**src/rtl/uart_regbank_pkg.sv**
```systemverilog
package uart_regbank_pkg;
   typedef enum logic [2:0] {
      OFS_DATA  = 3'd0,
      OFS_IEN   = 3'd1,
      OFS_IID   = 3'd2,
      OFS_LCTL  = 3'd3,
      OFS_MCTL  = 3'd4,
      OFS_LSTAT = 3'd5,
      OFS_MSTAT = 3'd6,
      OFS_DIV   = 3'd7
   } reg_ofs_e;

   // sticky error vector order: 0 overrun, 1 parity, 2 framing, 3 break
   localparam int ERR_N = 4;

   localparam logic [2:0] ID_LINE  = 3'b110;
   localparam logic [2:0] ID_RX    = 3'b100;
   localparam logic [2:0] ID_TX    = 3'b010;
   localparam logic [2:0] ID_MODEM = 3'b000;
   localparam logic [2:0] ID_NONE  = 3'b001;
endpackage

```
**src/rtl/uart_rx_hold.sv**
```systemverilog
module uart_rx_hold #(
   parameter int DATA_W = 8
) (
   input  logic              clk,
   input  logic              rst_n,
   input  logic              push,
   input  logic [DATA_W-1:0] push_data,
   input  logic              pop,
   output logic [DATA_W-1:0] hold,
   output logic              ready_flag,
   output logic              overrun_set
);
   always_ff @(posedge clk or negedge rst_n) begin
      if (!rst_n) begin
         hold       <= '0;
         ready_flag <= 1'b0;
      end else if (push) begin
         hold       <= push_data;
         ready_flag <= 1'b1;
      end else if (pop) begin
         ready_flag <= 1'b0;
      end
   end

   // a new byte on an unread one, unless the host takes the old byte this cycle
   assign overrun_set = push & ready_flag & ~pop;
endmodule

```
**src/rtl/uart_err_sticky.sv**
```systemverilog
module uart_err_sticky #(
   parameter int N = 4
) (
   input  logic         clk,
   input  logic         rst_n,
   input  logic [N-1:0] set_vec,
   input  logic         clr,
   output logic [N-1:0] flags
);
   for (genvar i = 0; i < N; i++) begin : g_bit
      always_ff @(posedge clk or negedge rst_n) begin
         if (!rst_n)          flags[i] <= 1'b0;
         else if (set_vec[i]) flags[i] <= 1'b1;
         else if (clr)        flags[i] <= 1'b0;
      end
   end
endmodule

```
**src/rtl/uart_irq_prio.sv**
```systemverilog
module uart_irq_prio
   import uart_regbank_pkg::*;
(
   input  logic [3:0]       ien,
   input  logic             data_rdy,
   input  logic [ERR_N-1:0] errs,
   input  logic             thr_empty,
   input  logic [3:0]       mdm_delta,
   output logic             irq,
   output logic [2:0]       iid
);
   always_comb begin
      irq = 1'b1;
      if ((|errs) && ien[2])           iid = ID_LINE;
      else if (data_rdy && ien[0])     iid = ID_RX;
      else if (thr_empty && ien[1])    iid = ID_TX;
      else if ((|mdm_delta) && ien[3]) iid = ID_MODEM;
      else begin
         iid = ID_NONE;
         irq = 1'b0;
      end
   end
endmodule

```
**src/rtl/uart_regbank.sv**
```systemverilog
module uart_regbank
   import uart_regbank_pkg::*;
#(
   parameter int DATA_W = 8,
   parameter int BUS_W  = 32,
   parameter int ADDR_W = 5,
   parameter int DIV_W  = 16,
   parameter bit TX_REG = 1'b1
) (
   input  logic              clk,
   input  logic              rst_n,
   input  logic              bus_sel,
   input  logic              bus_wr,
   input  logic [ADDR_W-1:0] bus_addr,
   input  logic [BUS_W-1:0]  bus_wdata,
   output logic [BUS_W-1:0]  bus_rdata,
   input  logic              rx_valid,
   input  logic [DATA_W-1:0] rx_byte,
   output logic              rx_ready,
   input  logic              err_parity,
   input  logic              err_frame,
   input  logic              err_break,
   input  logic [7:0]        modem_in,
   output logic              tx_valid,
   output logic [DATA_W-1:0] tx_byte,
   output logic [3:0]        ier_out,
   output logic [7:0]        line_ctrl,
   output logic [7:0]        modem_ctrl,
   output logic [DIV_W-1:0]  divisor,
   output logic              irq
);
   localparam int OFS_LSB = 2;
   localparam int OFS_MSB = OFS_LSB + 2;
   localparam int LSR_W   = 8;

   if (ADDR_W < OFS_MSB + 1) begin : g_bad_addr
      $error("uart_regbank: ADDR_W must cover eight word offsets");
   end
   if (BUS_W < DIV_W || BUS_W < LSR_W || BUS_W < DATA_W) begin : g_bad_bus
      $error("uart_regbank: BUS_W narrower than a register");
   end
   if (DATA_W > 8 || DATA_W < 5) begin : g_bad_data
      $error("uart_regbank: DATA_W must be 5 to 8");
   end

   // address decode
   logic     in_range;
   reg_ofs_e ofs;
   if (ADDR_W > OFS_MSB + 1) begin : g_hi_addr
      assign in_range = (bus_addr[ADDR_W-1:OFS_MSB+1] == '0);
   end else begin : g_exact_addr
      assign in_range = 1'b1;
   end
   assign ofs = reg_ofs_e'(bus_addr[OFS_MSB:OFS_LSB]);

   logic rd_stb, wr_stb;
   logic rd_data_stb, rd_lsr_stb, wr_data_stb;
   assign rd_stb      = bus_sel & ~bus_wr & in_range;
   assign wr_stb      = bus_sel &  bus_wr & in_range;
   assign rd_data_stb = rd_stb & (ofs == OFS_DATA);
   assign rd_lsr_stb  = rd_stb & (ofs == OFS_LSTAT);
   assign wr_data_stb = wr_stb & (ofs == OFS_DATA);

   // write-only control registers and modem sampling
   logic [3:0]       ier_q;
   logic [7:0]       lctl_q, mctl_q, msr_q;
   logic [DIV_W-1:0] div_q;

   always_ff @(posedge clk or negedge rst_n) begin
      if (!rst_n) begin
         ier_q  <= '0;
         lctl_q <= '0;
         mctl_q <= '0;
         div_q  <= '0;
         msr_q  <= '0;
      end else begin
         msr_q <= modem_in;
         if (wr_stb) begin
            case (ofs)
               OFS_IEN:  ier_q  <= bus_wdata[3:0];
               OFS_LCTL: lctl_q <= bus_wdata[7:0];
               OFS_MCTL: mctl_q <= bus_wdata[7:0];
               OFS_DIV:  div_q  <= bus_wdata[DIV_W-1:0];
               default:  ;
            endcase
         end
      end
   end

   assign ier_out    = ier_q;
   assign line_ctrl  = lctl_q;
   assign modem_ctrl = mctl_q;
   assign divisor    = div_q;

   // receive holding register
   logic [DATA_W-1:0] hold_q;
   logic              dr_q, oe_set;

   uart_rx_hold #(.DATA_W(DATA_W)) u_hold (
      .clk        (clk),
      .rst_n      (rst_n),
      .push       (rx_valid),
      .push_data  (rx_byte),
      .pop        (rd_data_stb),
      .hold       (hold_q),
      .ready_flag (dr_q),
      .overrun_set(oe_set)
   );
   assign rx_ready = ~dr_q;

   // sticky line errors
   logic [ERR_N-1:0] err_q;

   uart_err_sticky #(.N(ERR_N)) u_err (
      .clk    (clk),
      .rst_n  (rst_n),
      .set_vec({err_break, err_frame, err_parity, oe_set}),
      .clr    (rd_lsr_stb),
      .flags  (err_q)
   );

   // transmitter side has no buffer here: both empty bits held high
   logic [LSR_W-1:0] lsr_w;
   assign lsr_w = {1'b0, 1'b1, 1'b1, err_q, dr_q};

   // interrupt encoder
   logic [2:0] iid_w;

   uart_irq_prio u_prio (
      .ien      (ier_q),
      .data_rdy (dr_q),
      .errs     (err_q),
      .thr_empty(lsr_w[5]),
      .mdm_delta(msr_q[3:0]),
      .irq      (irq),
      .iid      (iid_w)
   );

   // read mux
   always_comb begin
      bus_rdata = '0;
      if (rd_stb) begin
         case (ofs)
            OFS_DATA:  bus_rdata = BUS_W'(hold_q);
            OFS_IID:   bus_rdata = BUS_W'(iid_w);
            OFS_LSTAT: bus_rdata = BUS_W'(lsr_w);
            OFS_MSTAT: bus_rdata = BUS_W'(msr_q);
            default:   bus_rdata = '0;
         endcase
      end
   end

   // transmit stream, registered or pass-through
   if (TX_REG) begin : g_tx_reg
      always_ff @(posedge clk or negedge rst_n) begin
         if (!rst_n) begin
            tx_valid <= 1'b0;
            tx_byte  <= '0;
         end else begin
            tx_valid <= wr_data_stb;
            if (wr_data_stb) tx_byte <= bus_wdata[DATA_W-1:0];
         end
      end
   end else begin : g_tx_comb
      assign tx_valid = wr_data_stb;
      assign tx_byte  = bus_wdata[DATA_W-1:0];
   end
endmodule

```
**config.mk**
```make
export PLATFORM = sky130hd
export DESIGN_NAME = uart_regbank
export DESIGN_NICKNAME = d
export VERILOG_FILES = /design/src/rtl/uart_regbank_pkg.sv /design/src/rtl/uart_rx_hold.sv /design/src/rtl/uart_err_sticky.sv /design/src/rtl/uart_irq_prio.sv /design/src/rtl/uart_regbank.sv
export SDC_FILE = /design/constraint.sdc
export NUM_CORES = 1
export LEC_CHECK = 0
export CAP_MARGIN = 40
export CORE_ASPECT_RATIO = 0.9
export CORE_UTILIZATION = 30
export CTS_CLUSTER_DIAMETER = 150
export DETAILED_ROUTE_END_ITERATION = 7
export DONT_BUFFER_PORTS = 1
export GPL_TIMING_DRIVEN = 1
export PLACE_DENSITY = 0.55
export RECOVER_POWER = 50
export SYNTH_ARGS = -nofsm -noshare
export SYNTH_HDL_FRONTEND = slang
export SYNTH_SLANG_ARGS = --single-unit
```
**constraint.sdc**
```tcl
create_clock -name clk -period 3.6 [get_ports clk]
set_input_delay 0.72 -clock clk [delete_from_list [all_inputs] [get_ports clk]]
set_output_delay 0.72 -clock clk [all_outputs]
set_load 0.03 [all_outputs]
```
==> flow_summary.yaml, run 1 <==
global_route:
  grt_pass1_wl_um: 9740
  antenna_found_initial: 2
  grt_pass1_vias: 1759
  grt_remaining_overflow: 0
  grt_max_degree: 67
  grtUsageTotal: 0.133
clocking:
  numCtsBuffers: 9
  ctsResizeCount: 0
  clkTransAtPathRegs_ps: 70
  cts_root_buffer: "clkbuf_8"
  cts_setup_buffers: 0
  numClockSinks: 66
  ctsHoldBuffers: 0
  clk_latency_ps: 340
  cts_buffer_depth: 2
  cts_tree: "done"
  h-tree-depth: 3
drt:
  detail_route.wl_per_cell_um: 17.8
  drt_iter0_drc: 55
  route.vias.total: 1715
  wirelength_um: 6380
  postRouteAntennaNets: 0
  drc_errors: 0
  first_pass_iters: 2
  viasPerCell: 4.79
worst_setup_path:
  timing.rr.start: "ier_out[1]$_DFFE_PN0P_"
  crit_path_end_kind: "primary output"
  path_delay_family: "simple AND/OR/NAND/NOR gates"
  startpoint: "ier_out[1]$_DFFE_PN0P_"
  cpMaxStageDelayCell: "dfrtp_1"
  cp-start-kind: "register"
  crit_type: "reg2out"
  crit_top_cell: "or4b_1"
  ff2ff_path_depth: 1
  path_max_fanout: 5
  arrival_ps: 2300
  regToRegEndpoint: "ier_out[1]$_DFFE_PN0P_"
  crit_buf_inv: 1
  cp.required_ps: 2880
  cp_slowest_stage_delay_ps: 540
  r2r_slack_ps: 2630
  crit_chain: "or4b_1 > or4b_1 > a311oi_2 > buf_4"
synthesis:
  synth-seq-cells: 66
  ys_warn_count: 0
  syn_inst: 225
  yosysUniqueCellTypes: 34
  synth.cell_area_mm2: 0.00294
  synth_ff_type: "dfrtp_1"
  syn_avg_cell_area_um2: 13.1
  synth_edf_count: 0
  yosys-top-cells-area: "dfrtp_1 (56%), mux2_2 (20%), buf_4 (6.4%)"
  synth.top_cell.area_share: 0.562
  ys_async_sr_fraction: 1.00
  synth.yosys.seq_area_share: 0.562
  synth_top_cell_by_area: "dfrtp_1"
floorplanning:
  core.rowCount: 33
  die_h_um: 95.9
  io_pins: 140
  initial_core_util: 0.315
  die_area_mm2: 0.0102
  core_area_mm2: 0.00933
  die_w_um: 106
timing:
  fmax_mhz: 331
  rsz0062_at_grt: "no"
  fin_skew_ps: 0.259
  period_minus_slack_ps: 3020
  whs_ps: 69.0
  fin_crit_sh: 0.838
  tightest_slew_ps: 984
  setup_slack_ps: 582
  timing.final.max_slew_violations: 0
  slew_headroom: 0.344
  final_hold_viol_count: 0
  setup_viol: 0
  fin_setup_tns_ps: 0
pwr:
  leakage_nw: 1.38
  peakVddDrop_mv: 0.325
  p_per_area_mw_per_mm2: 669
layout:
  nNetsFinal: 291
  area_delta_synth_final_pct: 10.3
  n_fill_cell: 943
  final_cells: 358
  drive_gt1_frac: 0.342
hold_path:
  min_path_type: "in2async"
placed_design:
  place_ws_ps: 735
  dp_cells: 341
  hpwl_um: 4440
  port_buffers: 0
  gp_congestion: 0.711
status:
  outcome: "completed"
run:
  cap_viol_max_count: 0
-- worst max-delay path by stage --
stage	endpoint	cells past startpoint	slack (ps)
floorplan	bus_rdata[1]	4	530
global placement	bus_rdata[0]	4	740
detailed placement	bus_rdata[0]	4	740
CTS	bus_rdata[0]	4	550
global route	bus_rdata[0]	4	460
finish	bus_rdata[0]	4	580
-- stage by stage --
step | utilization | cell area [um2] | power [mW]
floorplan | - | 3030 | 1.40
global placement | 0.322 | 3000 | 1.42
detailed placement | 0.322 | 3000 | 1.43
CTS | 0.347 | 3240 | 2.20
global route | 0.347 | 3240 | 2.26
finish | 0.347 | 3240 | 2.17
-- report_power, final --
group / internal, mW / switching (mW)
sequential: 0.868 / 0.333
combinational: 0.117 / 0.0956
clock: 0.474 / 0.280
-- layout make-up --
type,instances,area (um2),area share
flip-flops and latches,66,1650,0.509
multi-input cells,143,1130,0.349
well taps,122,153,0.0471
clock buffers,10,138,0.0425
clock inverters,5,103,0.0316
repair buffers,7,48.8,0.0151
inverters,3,11.3,0.00347
diodes,2,5.00,0.00154
-- metal layers --
layer / wire length [um] / GRT usage / share of wire
met1: 2670 / 0.155 / 0.42
met2: 2880 / 0.203 / 0.45
met3: 728 / 0.0684 / 0.11
met4: 93 / 0.0625 / 0.015
met5: 0 / 0 / 0
-- cells in the mapped netlist, types with 2 or more instances --
library cell and number:
nor3b_1 6, nand2_1 9, inv_1 3, a21oi_1 2
o21bai_1 2, a211oi_1 2, o21ai_0 2, o41ai_1 2
dfrtp_1 66, or4b_1 2, nand2b_1 2, clkbuf_1 8
a21o_1 8, or3_1 2, and2_1 2, buf_4 25
nand3_1 7, mux2_2 52, a311oi_1 2, or3b_2 5
buf_2 2, nor2_1 2
-- cells by family (layout without fill, tap and decap cells) --
kind of cell              Yosys count  in the layout  share of synthesized area
DFF                                66             66                      0.562
and+or+nand+nor                    41             41                     0.0864
muxes                              52             52                      0.199
buffers and inverters              39             25                     0.0826
xor gates and xnor gates            1              1                    0.00298
other                               1             26                    0.00128
AOI/OAI and AO/OA                  25             25                     0.0660
-- placed cells by master, fill, tap and decap left out, types with 2 or more instances in the layout --
cell,count
nor2_1,2
dfrtp_1,66
nand2b_1,2
o21bai_1,2
buf_4,6
mux2_2,52
a21o_1,8
bufinv_16,3
conb_1,24
a311oi_1,2
nor3b_1,6
a211oi_1,2
nand2_1,9
or4b_1,2
diode_2,2
and2_1,2
a21oi_1,2
nand3_1,7
or3_1,2
or3b_2,5
inv_1,3
clkbuf_8,10
o21ai_0,2
o41ai_1,2
-- registers in the layout, summed over array words and instances, names as in the netlist --
| register | cells |
|---|---|
| msr_q | 8 |
| tx_byte | 8 |
| ier_out | 4 |
| line_ctrl | 8 |
| modem_ctrl | 8 |
| divisor | 16 |
| tx_valid | 1 |
| u_err.flags | 4 |
| u_hold.hold | 8 |
| u_hold.ready_flag | 1 |
(Power assumes the default switching activity.)
==> run 2: changes to the inputs <==
--- a/config.mk
+++ b/config.mk
@@ -12,7 +12,7 @@
 export DETAILED_ROUTE_END_ITERATION = 7
 export DONT_BUFFER_PORTS = 1
 export GPL_TIMING_DRIVEN = 1
-export PLACE_DENSITY = 0.55
+export PLACE_DENSITY = 0.56
 export RECOVER_POWER = 50
 export SYNTH_ARGS = -nofsm -noshare
 export SYNTH_HDL_FRONTEND = slang
==> constraint.sdc (replaced) <==
create_clock -name clk -period 2.66 [get_ports clk]
set_input_delay 0.532 -clock clk [delete_from_list [all_inputs] [get_ports clk]]
set_output_delay 0.532 -clock clk [all_outputs]
set_load 0.03 [all_outputs]
==> run 2 against run 1 <==
Net effect:
- the run now ends with capacitance limit, slew limit, setup timing left
- global-route usage increased by 0.18 points
- first-iteration DRC count grew 24%
- combinational power rose by 57%
- sequential cell count unchanged
- setup slack got worse by 610 ps
- worst hold slack gained 140 ps
- routed wire length down 1.3%
- final cell count increased by 1.7%
- critical path depth did not move
- sequential power rose by 34%
- die area unchanged
- register-to-register slack worse by 930 ps
- critical path type unchanged
- critical endpoint unchanged
==> flow_summary.yaml, run 2 (synthesized netlist as in run 1, its figures left out) <==
worst_setup_path:
  ff2ff_path_depth: 1
  timing.rr.start: "ier_out[0]$_DFFE_PN0P_"
  cpMaxStageDelayCell: "or4b_4"
  regToRegEndpoint: "ier_out[0]$_DFFE_PN0P_"
  cp.required_ps: 2130
  path_delay_family: "simple AND/OR/NAND/NOR gates"
  cp-start-kind: "register"
  crit_type: "reg2out"
  arrival_ps: 2150
  crit_chain: "or4b_1 > or4b_4 > a311oi_2 > buf_4"
  r2r_slack_ps: 1700
  crit_path_end_kind: "primary output"
  cp_slowest_stage_delay_ps: 550
  crit_buf_inv: 1
  path_max_fanout: 2
floorplanning:
  core_area_mm2: 0.00933
  initial_core_util: 0.315
  io_pins: 140
  die_area_mm2: 0.0102
  die_h_um: 95.9
  core.rowCount: 33
  die_w_um: 106
layout:
  nNetsFinal: 298
  mostFrequentLayoutCell: "dfrtp_1"
  largest_register_ffs: 16
  layout_common_cells: "dfrtp_1 (66), mux2_2 (52), conb_1 (24)"
  final_cell_area_mm2: 0.00328
  n_fill_cell: 944
  diodes: 0
  final_core_util: 0.352
  area_delta_synth_final_pct: 11.7
  ff_latch_area_mm2: 0.00165
  drive_gt1_frac: 0.372
  multiInputGateArea_mm2: 0.00115
clocking:
  cts_root_buffer: "clkbuf_8"
  cts_tree: "done"
  cts_buffer_depth: 2
  numCtsBuffers: 9
  clk_latency_ps: 340
  numClockSinks: 66
  h-tree-depth: 3
  clkTransAtPathRegs_ps: 80
timing:
  fin_skew_ps: 0.307
  timing.final.max_slew_violations: 67
  fin_crit_sh: 1.01
  setup_slack_ps: -26.2
  fin_setup_tns_ps: -26.2
  final_hold_viol_count: 0
  period_minus_slack_ps: 2690
  setup_viol: 1
  rsz0062_at_grt: "yes"
  fmax_mhz: 372
  slew_headroom: -0.0833
  tightest_slew_ps: 1620
hold_path:
  min_to: "msr_q[5]$_DFF_PN0_"
  min_path_type: "in2reg"
  min_from: "modem_in[5]"
  hold_depth: 0
drt:
  route.vias.total: 1758
  viasPerCell: 4.83
  drc_errors: 0
  detail_route.wl_per_cell_um: 17.3
  first_pass_iters: 4
  drt_iter0_drc: 68
  wirelength_um: 6290
  postRouteAntennaNets: 0
placed_design:
  port_buffers: 0
  dpl_cell_area_mm2: 0.00304
  gp_congestion: 0.727
  hpwl_um: 4440
status:
  violations: "capacitance limit, slew limit, setup timing"
  outcome: "finished, violations left"
global_route:
  grtUsageTotal: 0.135
  grt_max_degree: 67
  grt_pass1_vias: 1817
  antenna_found_initial: 0
  grt_remaining_overflow: 0
  grt_pass1_wl_um: 9960
pwr:
  leakage_nw: 1.41
  p_per_area_mw_per_mm2: 880
  peakVddDrop_mv: 0.402
run:
  cap_viol_max_count: 1
[run 2: layout make-up]
type | count | share of cell area
Multi-Input combinational cell | 143 | 0.350
Inverter | 3 | 0.00343
Clock buffer | 9 | 0.0377
Clock inverter | 7 | 0.0305
Tap cell | 122 | 0.0465
Timing Repair Buffer | 14 | 0.0290
Sequential cell | 66 | 0.503
[run 2: routing by layer]
layer / global-route usage / routed length, um / up-vias
li1: - / - / 769
met1: 0.157 / 2610 / 889
met2: 0.206 / 2800 / 90
met3: 0.0636 / 759 / 10
met4: 0.0729 / 132 / 0
met5: 0 / 0 / -
[run 2: timing repair]
| item | 4_1_cts | 5_1_grt |
|---|---|---|
| pin swaps | 2 | 1 |
| endpoints found under the setup margin | 1 | 1 |
| hold endpoints to repair | 66 | 0 |
| resized for setup | 0 | 1 |
| hold buffers | 1 | 0 |
| setup buffers | 1 | 1 |
[run 2: through the flow]
step	cells	worst slack, ps	power (mW)	hold slack [ps]
CTS	363	-51.4	2.93	50.8
finish	364	-26.2	2.89	207
global placement	345	159	1.94	238
floorplan	248	58.4	1.90	236
detailed placement	345	172	1.94	238
global route	364	-99.2	3.02	182
[run 2: worst max-delay path by stage]
stage | start | end | slack (ps) | depth (start not counted)
after floorplan | bus_addr[3] | bus_rdata[0] | 60 | 4
after global placement | bus_addr[2] | bus_rdata[0] | 160 | 4
after detailed placement | bus_addr[2] | bus_rdata[0] | 170 | 4
after CTS | ier_out[1]$_DFFE_PN0P_ | bus_rdata[0] | -50 | 4
after global routing | ier_out[1]$_DFFE_PN0P_ | bus_rdata[0] | -100 | 4
final | ier_out[1]$_DFFE_PN0P_ | bus_rdata[0] | -30 | 4
[run 2: where the power goes]
part | internal [mW] | switching [mW] | total, mW
sequential | 1.17 | 0.435 | 1.61
combinational | 0.170 | 0.163 | 0.333
clock | 0.535 | 0.409 | 0.945
total | 1.88 | 1.01 | 2.89
==> run 3: changes to the inputs <==
--- a/config.mk
+++ b/config.mk
@@ -6,13 +6,16 @@
 export NUM_CORES = 1
 export LEC_CHECK = 0
 export CAP_MARGIN = 40
+export CELL_PAD_IN_SITES_DETAIL_PLACEMENT = 1
+export CELL_PAD_IN_SITES_GLOBAL_PLACEMENT = 2
 export CORE_ASPECT_RATIO = 0.9
 export CORE_UTILIZATION = 30
 export CTS_CLUSTER_DIAMETER = 150
 export DETAILED_ROUTE_END_ITERATION = 7
 export DONT_BUFFER_PORTS = 1
 export GPL_TIMING_DRIVEN = 1
-export PLACE_DENSITY = 0.56
+export HOLD_SLACK_MARGIN = 0.12
+export PLACE_DENSITY = 0.77
 export RECOVER_POWER = 50
 export SYNTH_ARGS = -nofsm -noshare
 export SYNTH_HDL_FRONTEND = slang
==> run 3 against run 2 <==
Net effect:
- total power shrank 5.9%
- the flow still finishes with violations (capacitance limit, slew limit, setup timing)
- cell area shrank 0.42%
- combinational power is 6% higher
- global-route usage increased by 0.70 points
- critical endpoint unchanged
==> flow_summary.yaml, run 3 (synthesized netlist as in run 1, its figures left out) <==
timing:
  tightest_slew_ps: 1630
  fin_crit_sh: 1.04
  fin_skew_ps: 0.454
  timing.final.max_slew_violations: 67
  whs_ps: 206
  period_minus_slack_ps: 2770
  setup_slack_ps: -105
  final_hold_viol_count: 0
  slew_headroom: -0.0842
  setup_viol: 1
  fmax_mhz: 362
  rsz0062_at_grt: "yes"
hold_path:
  min_path_type: "in2reg"
  hold_depth: 0
  min_from: "modem_in[3]"
  min_to: "msr_q[3]$_DFF_PN0_"
worst_setup_path:
  ff2ff_path_depth: 1
  cp-start-kind: "register"
  arrival_ps: 2230
  path_max_fanout: 4
  cp.required_ps: 2130
  crit_type: "reg2out"
  r2r_slack_ps: 1700
  timing.rr.start: "ier_out[2]$_DFFE_PN0P_"
  regToRegEndpoint: "ier_out[2]$_DFFE_PN0P_"
  crit_chain: "o41a_1 > or4b_1 > a311oi_2 > buf_4"
  cpMaxStageDelayCell: "or4b_1"
  cp_slowest_stage_delay_ps: 550
  crit_path_end_kind: "primary output"
drt:
  detail_route.wl_per_cell_um: 19.0
  met1_length_um: 2810
  route.vias.total: 1737
  first_pass_iters: 4
  viasPerCell: 4.72
  wl_met2_um: 3430
  met3_length_um: 634
  wirelength_um: 6970
  postRouteAntennaNets: 0
  drt_iter0_drc: 43
  drc_errors: 0
  topRoutingLayerUsed: "met4"
status:
  outcome: "finished, violations left"
  violations: "capacitance limit, slew limit, setup timing"
floorplanning:
  core_area_mm2: 0.00933
  io_pins: 140
  die_w_um: 106
  die_area_mm2: 0.0102
  initial_core_util: 0.315
  die_h_um: 95.9
  core.rowCount: 33
clocking:
  numClockSinks: 66
  numCtsBuffers: 9
  cts_tree: "done"
  h-tree-depth: 3
  cts_buffer_depth: 2
  ctsResizeCount: 0
  cts_root_buffer: "clkbuf_8"
  clkTransAtPathRegs_ps: 80
  clk_latency_ps: 340
global_route:
  grt_max_degree: 67
  grt_remaining_overflow: 0
  grt_pass1_vias: 1867
  grt_pass1_wl_um: 10600
  grtUsageTotal: 0.142
  antenna_found_initial: 0
layout:
  layout_common_cells: "dfrtp_1 (66), mux2_2 (52), conb_1 (24)"
  nNetsFinal: 302
  diodes: 0
  largest_register_ffs: 16
  area_delta_synth_final_pct: 11.2
  final_cell_area_mm2: 0.00327
  n_fill_cell: 1022
  drive_gt1_frac: 0.378
  mostFrequentLayoutCell: "dfrtp_1"
pwr:
  p_per_area_mw_per_mm2: 831
  leakage_nw: 1.39
  fin_total_pwr_mw: 2.72
  peakVddDrop_mv: 0.409
placed_design:
  dpl_cell_area_mm2: 0.00306
  hpwl_um: 4860
  gp_congestion: 0.690
  port_buffers: 0
run:
  cap_viol_max_count: 1
==> run 3: final cells by class <==
type / instances / area [um2] / area share
Multi-Input combinational cell: 143 / 1140 / 0.350
Tap cell: 122 / 153 / 0.0467
Clock inverter: 7 / 53.8 / 0.0165
Inverter: 3 / 11.3 / 0.00344
Clock buffer: 9 / 124 / 0.0379
Sequential cell: 66 / 1650 / 0.505
Timing Repair Buffer: 18 / 131 / 0.0402
==> run 3: where the power goes <==
group | total [mW] | switching, mW | internal (mW)
registers | 1.60 | 0.430 | 1.17
logic | 0.352 | 0.180 | 0.172
clock network | 0.761 | 0.419 | 0.342
total | 2.72 | 1.03 | 1.69
==> run 3: how the worst max path moves through the flow <==
stage,depth (start not counted),to,startpoint,slack [ps]
after floorplan,4,bus_rdata[0],bus_addr[3],60
after global placement,4,bus_rdata[0],bus_addr[2],110
after detailed placement,4,bus_rdata[0],bus_addr[2],140
after CTS,4,bus_rdata[0],u_err.flags[0]$_DFFE_PN0P_,-100
after global routing,4,bus_rdata[0],u_err.flags[3]$_DFFE_PN0P_,-160
final,4,bus_rdata[0],u_err.flags[3]$_DFFE_PN0P_,-110
==> run 3: repair_timing <==
item | in CTS | in global routing
hold endpoints to repair | 66 | 0
endpoints found under the setup margin | 1 | 1
hold buffers | 2 | 0
pin swaps | 1 | 1
cloned | 0 | 0
setup buffers | 0 | 3
==> run 3: worst max-delay path, delay by kind of cell, from the launching register on <==
family	cells	cell delay, ps
AOI/OAI and AO/OA	2	710
and+or+nand+nor	1	550
DFF	1	410
buffers and inverters	1	210
==> run 3: layer usage <==
| layer | GRT usage | vias up |
|---|---|---|
| met4 | 0.0486 | 0 |
| met5 | 0 | - |
| met3 | 0.0575 | 9 |
| met2 | 0.240 | 69 |
| li1 | - | 773 |
| met1 | 0.163 | 886 |
==> run 3: through the flow <==
stage                      util  setup TNS, ps  instances  setup slack (ps)
after floorplan               -              0        248              58.4
after global placement    0.328              0        347               114
after detailed placement  0.328              0        347               145
after CTS                 0.351           -102        365              -102
after global routing      0.350           -158        368              -158
final                     0.350           -105        368              -105
